==> config.mk <==
export PLATFORM = sky130hd
export DESIGN_NAME = xirq_edge_unit
export DESIGN_NICKNAME = d
export VERILOG_FILES = /design/src/rtl/xirq_pkg.sv /design/src/rtl/xirq_sync.sv /design/src/rtl/xirq_ctlreg.sv /design/src/rtl/xirq_channel.sv /design/src/rtl/xirq_edge_unit.sv
export SDC_FILE = /design/constraint.sdc
export NUM_CORES = 1
export LEC_CHECK = 0
export CAP_MARGIN = 10
export CORE_MARGIN = 4
export CORE_UTILIZATION = 50
export CTS_CLUSTER_SIZE = 28
export DETAILED_ROUTE_END_ITERATION = 12
export PLACE_DENSITY = 0.75
export SLEW_MARGIN = 20
export SYNTH_ARGS = -nofsm -noshare
export SYNTH_HDL_FRONTEND = slang
export SYNTH_SLANG_ARGS = --single-unit
==> constraint.sdc <==
create_clock -name clk -period 1.1 [get_ports clk]
set_clock_uncertainty 0.1 [all_clocks]
set_input_delay 0.165 -clock clk [delete_from_list [all_inputs] [get_ports clk]]
set_output_delay 0.165 -clock clk [all_outputs]
set_load 0.05 [all_outputs]
==> src/rtl/xirq_pkg.sv <==
package xirq_pkg;

    typedef enum logic [1:0] {
        SEL_POL  = 2'd0,
        SEL_FLAG = 2'd1,
        SEL_EN   = 2'd2,
        SEL_NONE = 2'd3
    } xirq_sel_e;

    typedef enum logic [1:0] {
        OP_WRITE = 2'd0,
        OP_CLR   = 2'd1,
        OP_SET   = 2'd2,
        OP_NOP   = 2'd3
    } xirq_op_e;

    typedef enum logic {
        FLAG_IDLE   = 1'b0,
        FLAG_RAISED = 1'b1
    } xirq_flag_e;

    // Next value of one register bit under a given access kind.
    function automatic logic apply_op(input xirq_op_e op, input logic cur, input logic w);
        logic nxt;
        unique case (op)
            OP_WRITE: nxt = w;
            OP_CLR:   nxt = cur & ~w;
            OP_SET:   nxt = cur | w;
            OP_NOP:   nxt = cur;
        endcase
        return nxt;
    endfunction

endpackage

==> src/rtl/xirq_sync.sv <==
module xirq_sync #(
    parameter int WIDTH  = 5,
    parameter int STAGES = 2
) (
    input  logic             clk,
    input  logic             rst_n,
    input  logic [WIDTH-1:0] async_in,
    output logic [WIDTH-1:0] sync_out
);
    logic [WIDTH-1:0] stage_q [STAGES];

    always_ff @(posedge clk or negedge rst_n) begin
        if (!rst_n) begin
            for (int s = 0; s < STAGES; s++) stage_q[s] <= '0;
        end else begin
            stage_q[0] <= async_in;
            for (int s = 1; s < STAGES; s++) stage_q[s] <= stage_q[s-1];
        end
    end

    assign sync_out = stage_q[STAGES-1];
endmodule

==> src/rtl/xirq_ctlreg.sv <==
module xirq_ctlreg
    import xirq_pkg::*;
#(
    parameter int WIDTH = 5
) (
    input  logic             clk,
    input  logic             rst_n,
    input  logic             hit,
    input  xirq_op_e         op,
    input  logic [WIDTH-1:0] wdata,
    output logic [WIDTH-1:0] q
);
    logic [WIDTH-1:0] q_d;

    always_comb begin
        q_d = q;
        if (hit) begin
            for (int b = 0; b < WIDTH; b++) q_d[b] = apply_op(op, q[b], wdata[b]);
        end
    end

    always_ff @(posedge clk or negedge rst_n) begin
        if (!rst_n) q <= '0;
        else        q <= q_d;
    end

    assert_clear_drops_bits_R6: assert property (@(posedge clk) disable iff (!rst_n)
        (hit && op == OP_CLR) |=> ((q & $past(wdata)) == '0));
    assert_set_raises_bits_R6: assert property (@(posedge clk) disable iff (!rst_n)
        (hit && op == OP_SET) |=> ((q & $past(wdata)) == $past(wdata)));
    assert_idle_holds_R6: assert property (@(posedge clk) disable iff (!rst_n)
        (!hit || op == OP_NOP) |=> $stable(q));
endmodule

==> src/rtl/xirq_channel.sv <==
module xirq_channel
    import xirq_pkg::*;
(
    input  logic     clk,
    input  logic     rst_n,
    input  logic     pin_s,
    input  logic     pol,
    input  logic     sw_hit,
    input  xirq_op_e op,
    input  logic     wbit,
    output logic     flag,
    output logic     edge_det
);
    xirq_flag_e state_q, state_d;
    logic adj_cur, adj_prev_q;
    logic sw_raise, sw_drop;

    // Polarity-adjusted sample: 1 means "at the level an edge ends on".
    assign adj_cur  = pin_s ~^ pol;
    assign edge_det = adj_cur & ~adj_prev_q;

    always_ff @(posedge clk or negedge rst_n) begin
        if (!rst_n) adj_prev_q <= 1'b1;  // matches pin 0, polarity 0
        else        adj_prev_q <= adj_cur;
    end

    assign sw_raise = sw_hit && wbit && (op == OP_WRITE || op == OP_SET);
    assign sw_drop  = sw_hit && ((op == OP_WRITE && !wbit) || (op == OP_CLR && wbit));

    // Next-state process: T_EDGE, T_SW_RAISE, T_SW_DROP.
    always_comb begin
        state_d = state_q;
        unique case (state_q)
            FLAG_IDLE:   if (edge_det || sw_raise) state_d = FLAG_RAISED;
            FLAG_RAISED: if (!edge_det && sw_drop) state_d = FLAG_IDLE;
        endcase
    end

    always_ff @(posedge clk or negedge rst_n) begin
        if (!rst_n) state_q <= FLAG_IDLE;
        else        state_q <= state_d;
    end

    // Output process.
    always_comb begin
        flag = 1'b0;
        unique case (state_q)
            FLAG_IDLE:   flag = 1'b0;
            FLAG_RAISED: flag = 1'b1;
        endcase
    end

    assert_edge_wins_R8: assert property (@(posedge clk) disable iff (!rst_n)
        edge_det |=> flag);
    assert_flag_cause_R7: assert property (@(posedge clk) disable iff (!rst_n)
        $rose(flag) |-> $past(edge_det || sw_raise));
    assert_level_quiet_R3: assert property (@(posedge clk) disable iff (!rst_n)
        ($stable(pin_s) && $stable(pol)) |-> !edge_det);
endmodule

==> src/rtl/xirq_edge_unit.sv <==
module xirq_edge_unit
    import xirq_pkg::*;
#(
    parameter int NUM_SRC     = 5,
    parameter int SYNC_STAGES = 2
) (
    input  logic               clk,
    input  logic               rst_n,
    input  logic [NUM_SRC-1:0] ext_pin,
    input  logic               reg_we,
    input  logic [1:0]         reg_sel,
    input  logic [1:0]         reg_op,
    input  logic [NUM_SRC-1:0] reg_wdata,
    output logic [NUM_SRC-1:0] reg_rdata,
    output logic [NUM_SRC-1:0] pending
);
    xirq_sel_e          sel;
    xirq_op_e           op;
    logic [NUM_SRC-1:0] pin_s, pol_q, en_q, flags, edges;
    logic               hit_pol, hit_flag, hit_en;

    assign sel      = xirq_sel_e'(reg_sel);
    assign op       = xirq_op_e'(reg_op);
    assign hit_pol  = reg_we && sel == SEL_POL;
    assign hit_flag = reg_we && sel == SEL_FLAG;
    assign hit_en   = reg_we && sel == SEL_EN;

    xirq_sync #(.WIDTH(NUM_SRC), .STAGES(SYNC_STAGES)) u_sync (
        .clk(clk), .rst_n(rst_n), .async_in(ext_pin), .sync_out(pin_s)
    );

    xirq_ctlreg #(.WIDTH(NUM_SRC)) u_pol (
        .clk(clk), .rst_n(rst_n), .hit(hit_pol), .op(op), .wdata(reg_wdata), .q(pol_q)
    );

    xirq_ctlreg #(.WIDTH(NUM_SRC)) u_en (
        .clk(clk), .rst_n(rst_n), .hit(hit_en), .op(op), .wdata(reg_wdata), .q(en_q)
    );

    for (genvar n = 0; n < NUM_SRC; n++) begin : g_src
        xirq_channel u_ch (
            .clk(clk), .rst_n(rst_n), .pin_s(pin_s[n]), .pol(pol_q[n]),
            .sw_hit(hit_flag), .op(op), .wbit(reg_wdata[n]),
            .flag(flags[n]), .edge_det(edges[n])
        );
    end

    assign pending = flags & en_q;

    always_comb begin
        unique case (sel)
            SEL_POL:  reg_rdata = pol_q;
            SEL_FLAG: reg_rdata = flags;
            SEL_EN:   reg_rdata = en_q;
            SEL_NONE: reg_rdata = '0;
        endcase
    end

    assert_no_pending_while_disabled_R7: assert property (@(posedge clk) disable iff (!rst_n)
        (pending & ~en_q) == '0);
    assert_pending_follows_edge_R7: assert property (@(posedge clk) disable iff (!rst_n)
        ((edges & en_q) != '0 && !(reg_we && sel == SEL_EN)) |=> ((pending & $past(edges & en_q)) == $past(edges & en_q)));
    assert_pins_independent_R1: assert property (@(posedge clk) disable iff (!rst_n)
        (!reg_we && edges == '0) |=> $stable(flags));
endmodule

## Word level (Yosys, flattened, before mapping)

Cells that the tools add are included.

- Register bits after elaboration: 30
- Bits in latches: 0
- Bits in writable memories: 0
- Bits in read-only memories: 0
- Input bits: 17
- Output and inout bits: 10
- Logic and storage cells: 156
- Memories: 0

- $add $sub $neg: 0
- Multipliers: 0
- Divide/modulo/power cells: 0
- Magnitude comparators: 0
- Eq/ne operators: 6
- Shift operators: 0
- Mux-type cells: 31
- Bitwise operators: 47
- Reduce and logical (&&, ||, !) cells: 58

Operators by type and width:

| kind | count |
|---|---|
| 1-bit logical AND | 33 |
| 1-bit case mux with 3 select lines | 10 |
| 1-bit case mux with 2 select lines | 10 |
| 5-bit case mux with 4 select lines | 1 |
| 1-bit inverter | 16 |
| 1-bit bitwise AND | 15 |
| 1-bit logical OR | 11 |
| 1-bit zero test | 10 |
| 1-bit two-way mux | 10 |
| 1-bit OR | 10 |
| 2-bit == test (second input constant) | 4 |
| 5-bit bitwise AND | 1 |
| 1-bit XNOR | 5 |
| 2-bit by 1-bit == test with 1-bit output (second input constant) | 2 |
| 2-bit zero test | 2 |
| 2-bit AND reduction | 2 |

## Depth between registers and ports, before layout

Gate-level depths: netlist (run 1).

- Depth after elaboration: 7
- Depth in mapped cells: 6
- Mapped depth without buffers: 5

## Cells and area by module

A second synthesis (run 1) with hierarchy kept.

- Cells, all modules: 150
- Area, all modules: 1557.7 um^2

By module, submodules not included:

| module | times used | cells an instance | area an instance (um^2) |
|---|---|---|---|
| xirq_ctlreg | 2 | 35 | 306.5 |
| xirq_channel | 5 | 9 | 97.6 |
| xirq_sync | 1 | 15 | 287.8 |
| xirq_edge_unit | 1 | 20 | 168.9 |

## Worst setup path after synthesis (run 1)

No wires, ideal clock.

- Path kind: register -> output
- From: reg u_pol.q[0]
- To: out reg_rdata[0]
- Arrival time: 1.513 ns
- Data required time: 0.835 ns
- Setup slack: -0.678 ns
- Cell stages (with the launch flop): 3
- Path through: dfrtp_1 -> mux2i_1 -> o21ai_0

- Cells in the longest elaborated chain, start to end: 1

RTL lines:

| what | line | text |
|---|---|---|
| from (decl) | xirq_ctlreg.sv:11 | `output logic [WIDTH-1:0] q` |
| from (signal assigned) | xirq_ctlreg.sv:24 | `else q <= q_d;` |
| 5-bit case mux with 4 select lines | xirq_edge_unit.sv:51 | `unique case (sel)` |
| to (decl) | xirq_edge_unit.sv:14 | `output logic [NUM_SRC-1:0] reg_rdata,` |

Every way passes these cells.

## Worst setup path after layout (run 1)

Same ends and word-level chain as after synthesis.

==> metrics.md, run 1 <==
| Metric | Value |
|---|---|
| CP Class | `reg -> out` |
| Sw frac | `36.6%` |
| F_max | `roughly 670 MHz` |
| CTS tree | `built` |
| Chip Width | `61.3 microns` |
| Area of the multi-input gates | `1020 sq um` |
| Final min period | `1500 ps` |
| First-pass GRT wire length | `between 7000 and 8000 microns` |
| Syn. warnings | `0` |
| Sequential area share after synthesis | `about 53%` |
| Comb pwr share | `about 48%` |
| Total core area | `~2700 sq um` |
| Die Ht | `~61 microns` |
| Leakage | `between 0.001 and 0.0015 uW` |
| H-tree depth | `2` |
| Sw Pwr | `roughly 1700 uW` |
| Largest net degree at the start of global routing | `31` |
| Fillers | `62` |
| Final setup margin | `-400 ps` |
| DR WL/cell | `between 20 and 30 microns` |
| Gr ovfl total | `0` |
| Post-synth top area cell | `dfrtp_1` |
| Crit path max fanout | `2` |
| WHS | `between 80 and 90 ps` |
| Worst-margin pin slew | `about 380 ps` |
| Final setup vio count | `23` |
| Clock buffer depth | `2` |
| Share of layout cells above drive strength 1 | `approximately 63%` |
| Yosys reg bits | `30` |
| Antenna viol nets, final | `0` |
| Yosys top cell area share | `44.0%` |
| Num CTS Buffers | `5` |
| Worst VDD drop | `around 2200 uV` |
| Reg2reg setup slack | `-90 ps` |
| WL final | `6300 microns` |
| Synthesized instance count | `about 130` |
| Buffers on Ports | `26` |
| GP Congestion | `between 0.8 and 0.9` |
| Setup crit start kind | `flop` |
| Worst hold path type | `in -> async` |
| Vias/cell | `around 6.6` |
| Overall Global Routing Usage | `approximately 31%` |
| Dpl hpwl | `2720 microns` |
| Initial Util | `between 50% and 60%` |
| Avg Cell Area, Syn | `11.2 sq um` |
| Worst Path Required | `830 ps` |
| Tot Pwr | `approximately 4600 uW` |
| CTS Sinks | `30` |
| Layout area overhead | `84.1%` |
| Slew margin rel. | `between 70% and 80%` |
| Part of the power in the clock network | `a little under a fifth` |
| Net count after synthesis | `approximately 150` |
| Placed cell areas | `about 2100 sq um` |
| Cell Pwr Density | `1770 nW/um^2` |
| Final #Nets | `216` |
| Clock-pin slew on the worst setup and hold paths | `about 110 ps` |
| Die Area | `approximately 3800 sq um` |
| Outcome | `finished with violations` |
| Critical Path End Type | `output pin` |
| Fin util | `a little over nine tenths` |
| Worst-skew pair later-pin latency | `330 ps` |
| Cell-internal power | `2940 uW` |
| Initial antenna violation count | `0` |
| Max Cap Violations | `0` |
| Final number of max-transition violations | `0` |
| # rows | `19` |
| Vias in the first global route | `1540` |
| Final Hold Vio Count | `0` |
| # hold bufs at CTS | `0` |
| CTS Root Cell | `clkbuf_4` |
| Pre-antenna DRT Iters | `4` |
| Critical Path AT | `1240 ps` |
| Reg area | `about 760 sq um` |
| Layout Cells excl Fill | `227` |
| I/O pin cnt | `27` |
| Initial drt markers | `119` |
| Synth top area cells | `dfrtp_1 44%, dfstp_2 9.2%, mux2i_1 7.7%` |
| Dpl cells | `slightly above 200` |
| Post-Syn Area | `~1400 sq um` |
| Unique masters post-synth | `24` |
| Ant. Diodes | `0` |
| Sequential share of power | `33.4%` |
| RSZ-0062 raised after global routing | `true` |
| Final worst-path cycle share | `136%` |
| Final instance area | `between 2000 and 3000 sq um` |
| Violated checks | `setup timing` |
| DRC violations left | `0` |
| Routed via count | `1504` |
[cell usage in the layout, fill, tap and decap left out, types with 7 or more instances in the layout]
master / n
clkdlybuf4s50_1: 10
buf_6: 15
buf_12: 12
dfrtp_1: 25
a21oi_2: 11
buf_4: 22
a21oi_1: 7
[kinds of logic after synthesis]
kind of cell | share of synthesized area [%]
DFF | 53.3
muxes | 7.75
adders and majority gates | 3.52
buffers and inverters | 2.73
xor gates and xnor gates | 3.08
AOI/OAI and AO/OA | 15.5
and+or+nand+nor | 14.2
[critical path: stages (launching register included)]
cell     delay, ps
dfrtp_1        450
mux2i_4        100
o21ai_4        180
buf_12         160
[power by group through the flow]
stage	clock network (uW)	registers, uW	logic, uW
2_1_floorplan	0	1450	829
3_3_place_gp	0	1450	1560
3_5_place_dp	0	1470	1600
4_1_cts	854	1510	1950
5_1_grt	924	1560	2270
6_report	889	1550	2200
[routing by layer]
metal	GRT usage, %	up-vias	routed length (microns)	part of all wire, %
met5	0	-	0	0
met4	15.2	0	478	7.6
met3	9.01	52	528	8.4
met2	52.9	120	3000	48
met1	34.8	735	2290	36
li1	-	597	-	-
[state kept, by name, summed over array words and instances (netlist names)]
name,flops
g_src.u_ch.adj_prev_q,5
g_src.u_ch.state_q,5
u_en.q,5
u_pol.q,5
u_sync.stage_q,5
u_sync.sync_out,5
[worst paths after layout]
kind,cells after the start,to,start
hold reg to reg,0,u_sync.sync_out[3],u_sync.stage_q[8]
min in group clk,1,u_sync.stage_q[5],ext_pin[0]
hold / removal,2,g_src[3].u_ch.state_q,rst_n
max in group asynchronous,2,g_src[1].u_ch.adj_prev_q,rst_n
setup / recovery,3,reg_rdata[0],u_pol.q[0]
setup reg to reg,5,g_src[2].u_ch.state_q,g_src[2].u_ch.state_q
[Yosys cell counts (all sizes together)]
master  instances
nor4bb          1
mux2i          11
and3b           1
o21a            1
dfrtp          25
inv             2
o22ai           4
ha              4
and2            5
nand2b          6
o21ai          10
nand2           5
nand3b          1
nand3           5
buf             3
or2             1
o211ai          5
nor4b           1
dfstp           5
nor2b           5
xnor2           5
clkbuf          1
a21oi          20
[metrics by stage]
step	setup TNS [ps]	worst slack, ps
floorplan	-124	-24.9
global placement	-12350	-672
detailed placement	-12950	-713
CTS	-2920	-364
global route	-4480	-426
finish	-3920	-400
[what timing repair did]
action                                 CTS  global route
setup endpoints to repair               25            24
endpoints found under the hold margin    0             0
resized for setup                       68            29
gates cloned                             1             0
pin swaps                               10             9
setup buffers                            9             8
[area by class of cell]
class | count | share of cell area (%)
well taps | 31 | 1.48
multi-input cells | 91 | 38.9
repair buffers | 65 | 27.4
clock inverters | 3 | 1.53
clock buffers | 5 | 1.43
inverters | 2 | 0.383
flip-flops and latches | 30 | 28.9
(Power assumes the default switching activity.)
==> run 2: changes to the inputs <==
Settings changed: REMOVE_ABC_BUFFERS set to 1.
==> metrics.md, run 2 (synthesis gave the netlist of run 1 again) <==
| Metric | Value |
|---|---|
| Outcome | `finished with violations` |
| Violated checks | `setup timing` |
| Worst-margin pin slew | `313 ps (-63.7 ps)` |
| Leakage | `0.00104 uW (-5.1%)` |
| Dpl cells | `205 (unchanged)` |
| Die Area | `3760 sq um (unchanged)` |
| Final min period | `1500 ps (+1.54 ps)` |
| Initial drt markers | `92 (-23%)` |
| Pre-antenna DRT Iters | `4 (unchanged)` |
| Setup TNS | `-3430 ps (+496 ps)` |
| Crit-path cells | `mux2i_1 > o21ai_2 > buf_12` |
| Final Hold Vio Count | `0 (unchanged)` |
| Reg2Reg Depth | `4 (-1)` |
| Crit path max fanout | `2 (unchanged)` |
| F_max | `666 MHz (-0.10%)` |
| Critical Path AT | `1240 ps (about the same)` |
| Share of layout cells above drive strength 1 | `50.3% (-12 points)` |
| # hold bufs at CTS | `0 (unchanged)` |
| WHS | `86.1 ps (+2.66 ps)` |
| Total core area | `2730 sq um (unchanged)` |
| Pre-CTS setup slack | `-705 ps (+8.36 ps)` |
| Initial antenna violation count | `0 (unchanged)` |
| Fin util | `87.6% (-8.1 points)` |
| Bufs and invs on worst path | `1 (unchanged)` |
| Final setup vio count | `11 (-52%)` |
| Final setup margin | `-402 ps (-1.54 ps)` |
| Chip Width | `61.3 microns (unchanged)` |
| CP max stage delay | `410 ps (-40 ps)` |
| Num CTS Buffers | `5 (unchanged)` |
| Final number of max-transition violations | `0 (unchanged)` |
| Antenna viol nets, final | `0 (unchanged)` |
| Clock buffer depth | `2 (unchanged)` |
| Final #Nets | `213 (-1.4%)` |
| Gr ovfl total | `0 (unchanged)` |
| H-tree depth | `2 (unchanged)` |
| Worst-skew pair later-pin latency | `330 ps (about the same)` |
| Top delay family on crit path | `flip-flops` |
| Layout Cells excl Fill | `224 (-1.3%)` |
| Worst Path Required | `830 ps (about the same)` |
| Vias/cell | `6.03 (-9.0%)` |
| Worst VDD drop | `1700 uV (-22%)` |
| DR WL/cell | `21.2 microns (-24%)` |
| Largest net degree at the start of global routing | `31 (unchanged)` |
| Final worst-path cycle share | `137% (+0.14 points)` |
| R2R Path End | `g_src[1].u_ch.state_q` |
| CTS Sinks | `30 (unchanged)` |
| # rows | `19 (unchanged)` |
| Reg-to-reg critical path startpoint | `u_pol.q[1]` |
| Max Cap Violations | `0 (unchanged)` |
| Dpl hpwl | `2370 microns (-13%)` |
| Worst hold path type | `in -> async` |
| CP Class | `reg -> out` |
| Setup crit start kind | `flop` |
| Clock-pin slew on the worst setup and hold paths | `110 ps (about the same)` |
| Routed via count | `1351 (-10%)` |
| WL final | `4740 microns (-25%)` |
| Vias in the first global route | `1409 (-8.5%)` |
| Reg2reg setup slack | `20 ps (+110 ps)` |
| DRC violations left | `0 (unchanged)` |
| Layout area overhead | `68.4%` |
| Overall Global Routing Usage | `25.4% (-5.4 points)` |
| I/O pin cnt | `27 (unchanged)` |
| Commonest non-fill, non-tap cell in the layout | `dfrtp_1` |
| CTS Root Cell | `clkbuf_4` |
| CTS tree | `built` |
| Slowest CP cell | `dfrtp_1` |
| Die Ht | `61.3 microns (unchanged)` |
| Cell Pwr Density | `1720 nW/um^2 (-3.1%)` |
| RSZ-0062 raised after global routing | `true` |
| Initial Util | `52.0% (unchanged)` |
| Critical Path End Type | `output pin` |
| GP Congestion | `0.831 (-0.63%)` |
| Slew margin rel. | `79.1% (+4.3 points)` |
| Most frequent cells in the layout | `25 x dfrtp_1, 19 x buf_4, 16 x buf_6` |
| Ant. Diodes | `0 (unchanged)` |
| First-pass GRT wire length | `6670 microns (-16%)` |
| Buffers on Ports | `26 (unchanged)` |
-- run 2: timing repair --
item / CTS / global route
setup endpoints to repair: 25 / 25
buffers inserted: 6 / 7
pin swaps: 5 / 9
cloned: 2 / 1
gates resized for setup: 59 / 28
-- run 2: how the worst max path moves through the flow --
stage	startpoint	to	slack, ps	cells after the start
after global routing	g_src[3].u_ch.state_q	reg_rdata[3]	-440	3
after floorplan	u_pol.q[0]	reg_rdata[0]	-680	2
after CTS	g_src[1].u_ch.state_q	pending[1]	-360	3
final	u_pol.q[3]	reg_rdata[3]	-400	3
after global placement	reg_op[0]	g_src[0].u_ch.state_q	-660	6
after detailed placement	reg_op[0]	u_en.q[1]	-700	6
-- run 2: per-stage QoR --
step | instance area, sq um | power (uW)
after CTS | 2240 | 3870
after global routing | 2390 | 4310
final | 2390 | 4110
after global placement | 1990 | 2920
after detailed placement | 1990 | 2950
after floorplan | 1390 | 2160
-- run 2: power by group --
group          internal [uW]  total, uW  switching (uW)
logic                   1020       1940             919
clock network            309        689             380
registers               1340       1480             147
-- run 2: routing by layer --
layer / global-route usage, % / up-vias / part of all wire [%]
met3: 7.55 / 14 / 9.5
met2: 41.1 / 93 / 50
li1: - / 585 / -
met1: 29.3 / 659 / 37
met4: 16.1 / 0 / 3.3
met5: 0 / - / 0
-- run 2: final cells by class --
type / instances / area [sq um]
tap: 31 / 38.8
inverter: 2 / 7.51
timing repair buffer: 62 / 684
sequential: 30 / 757
clock buffer: 7 / 55.1
multi-input combinational: 91 / 846
fill: 117 / 340
clock inverter: 1 / 5.00
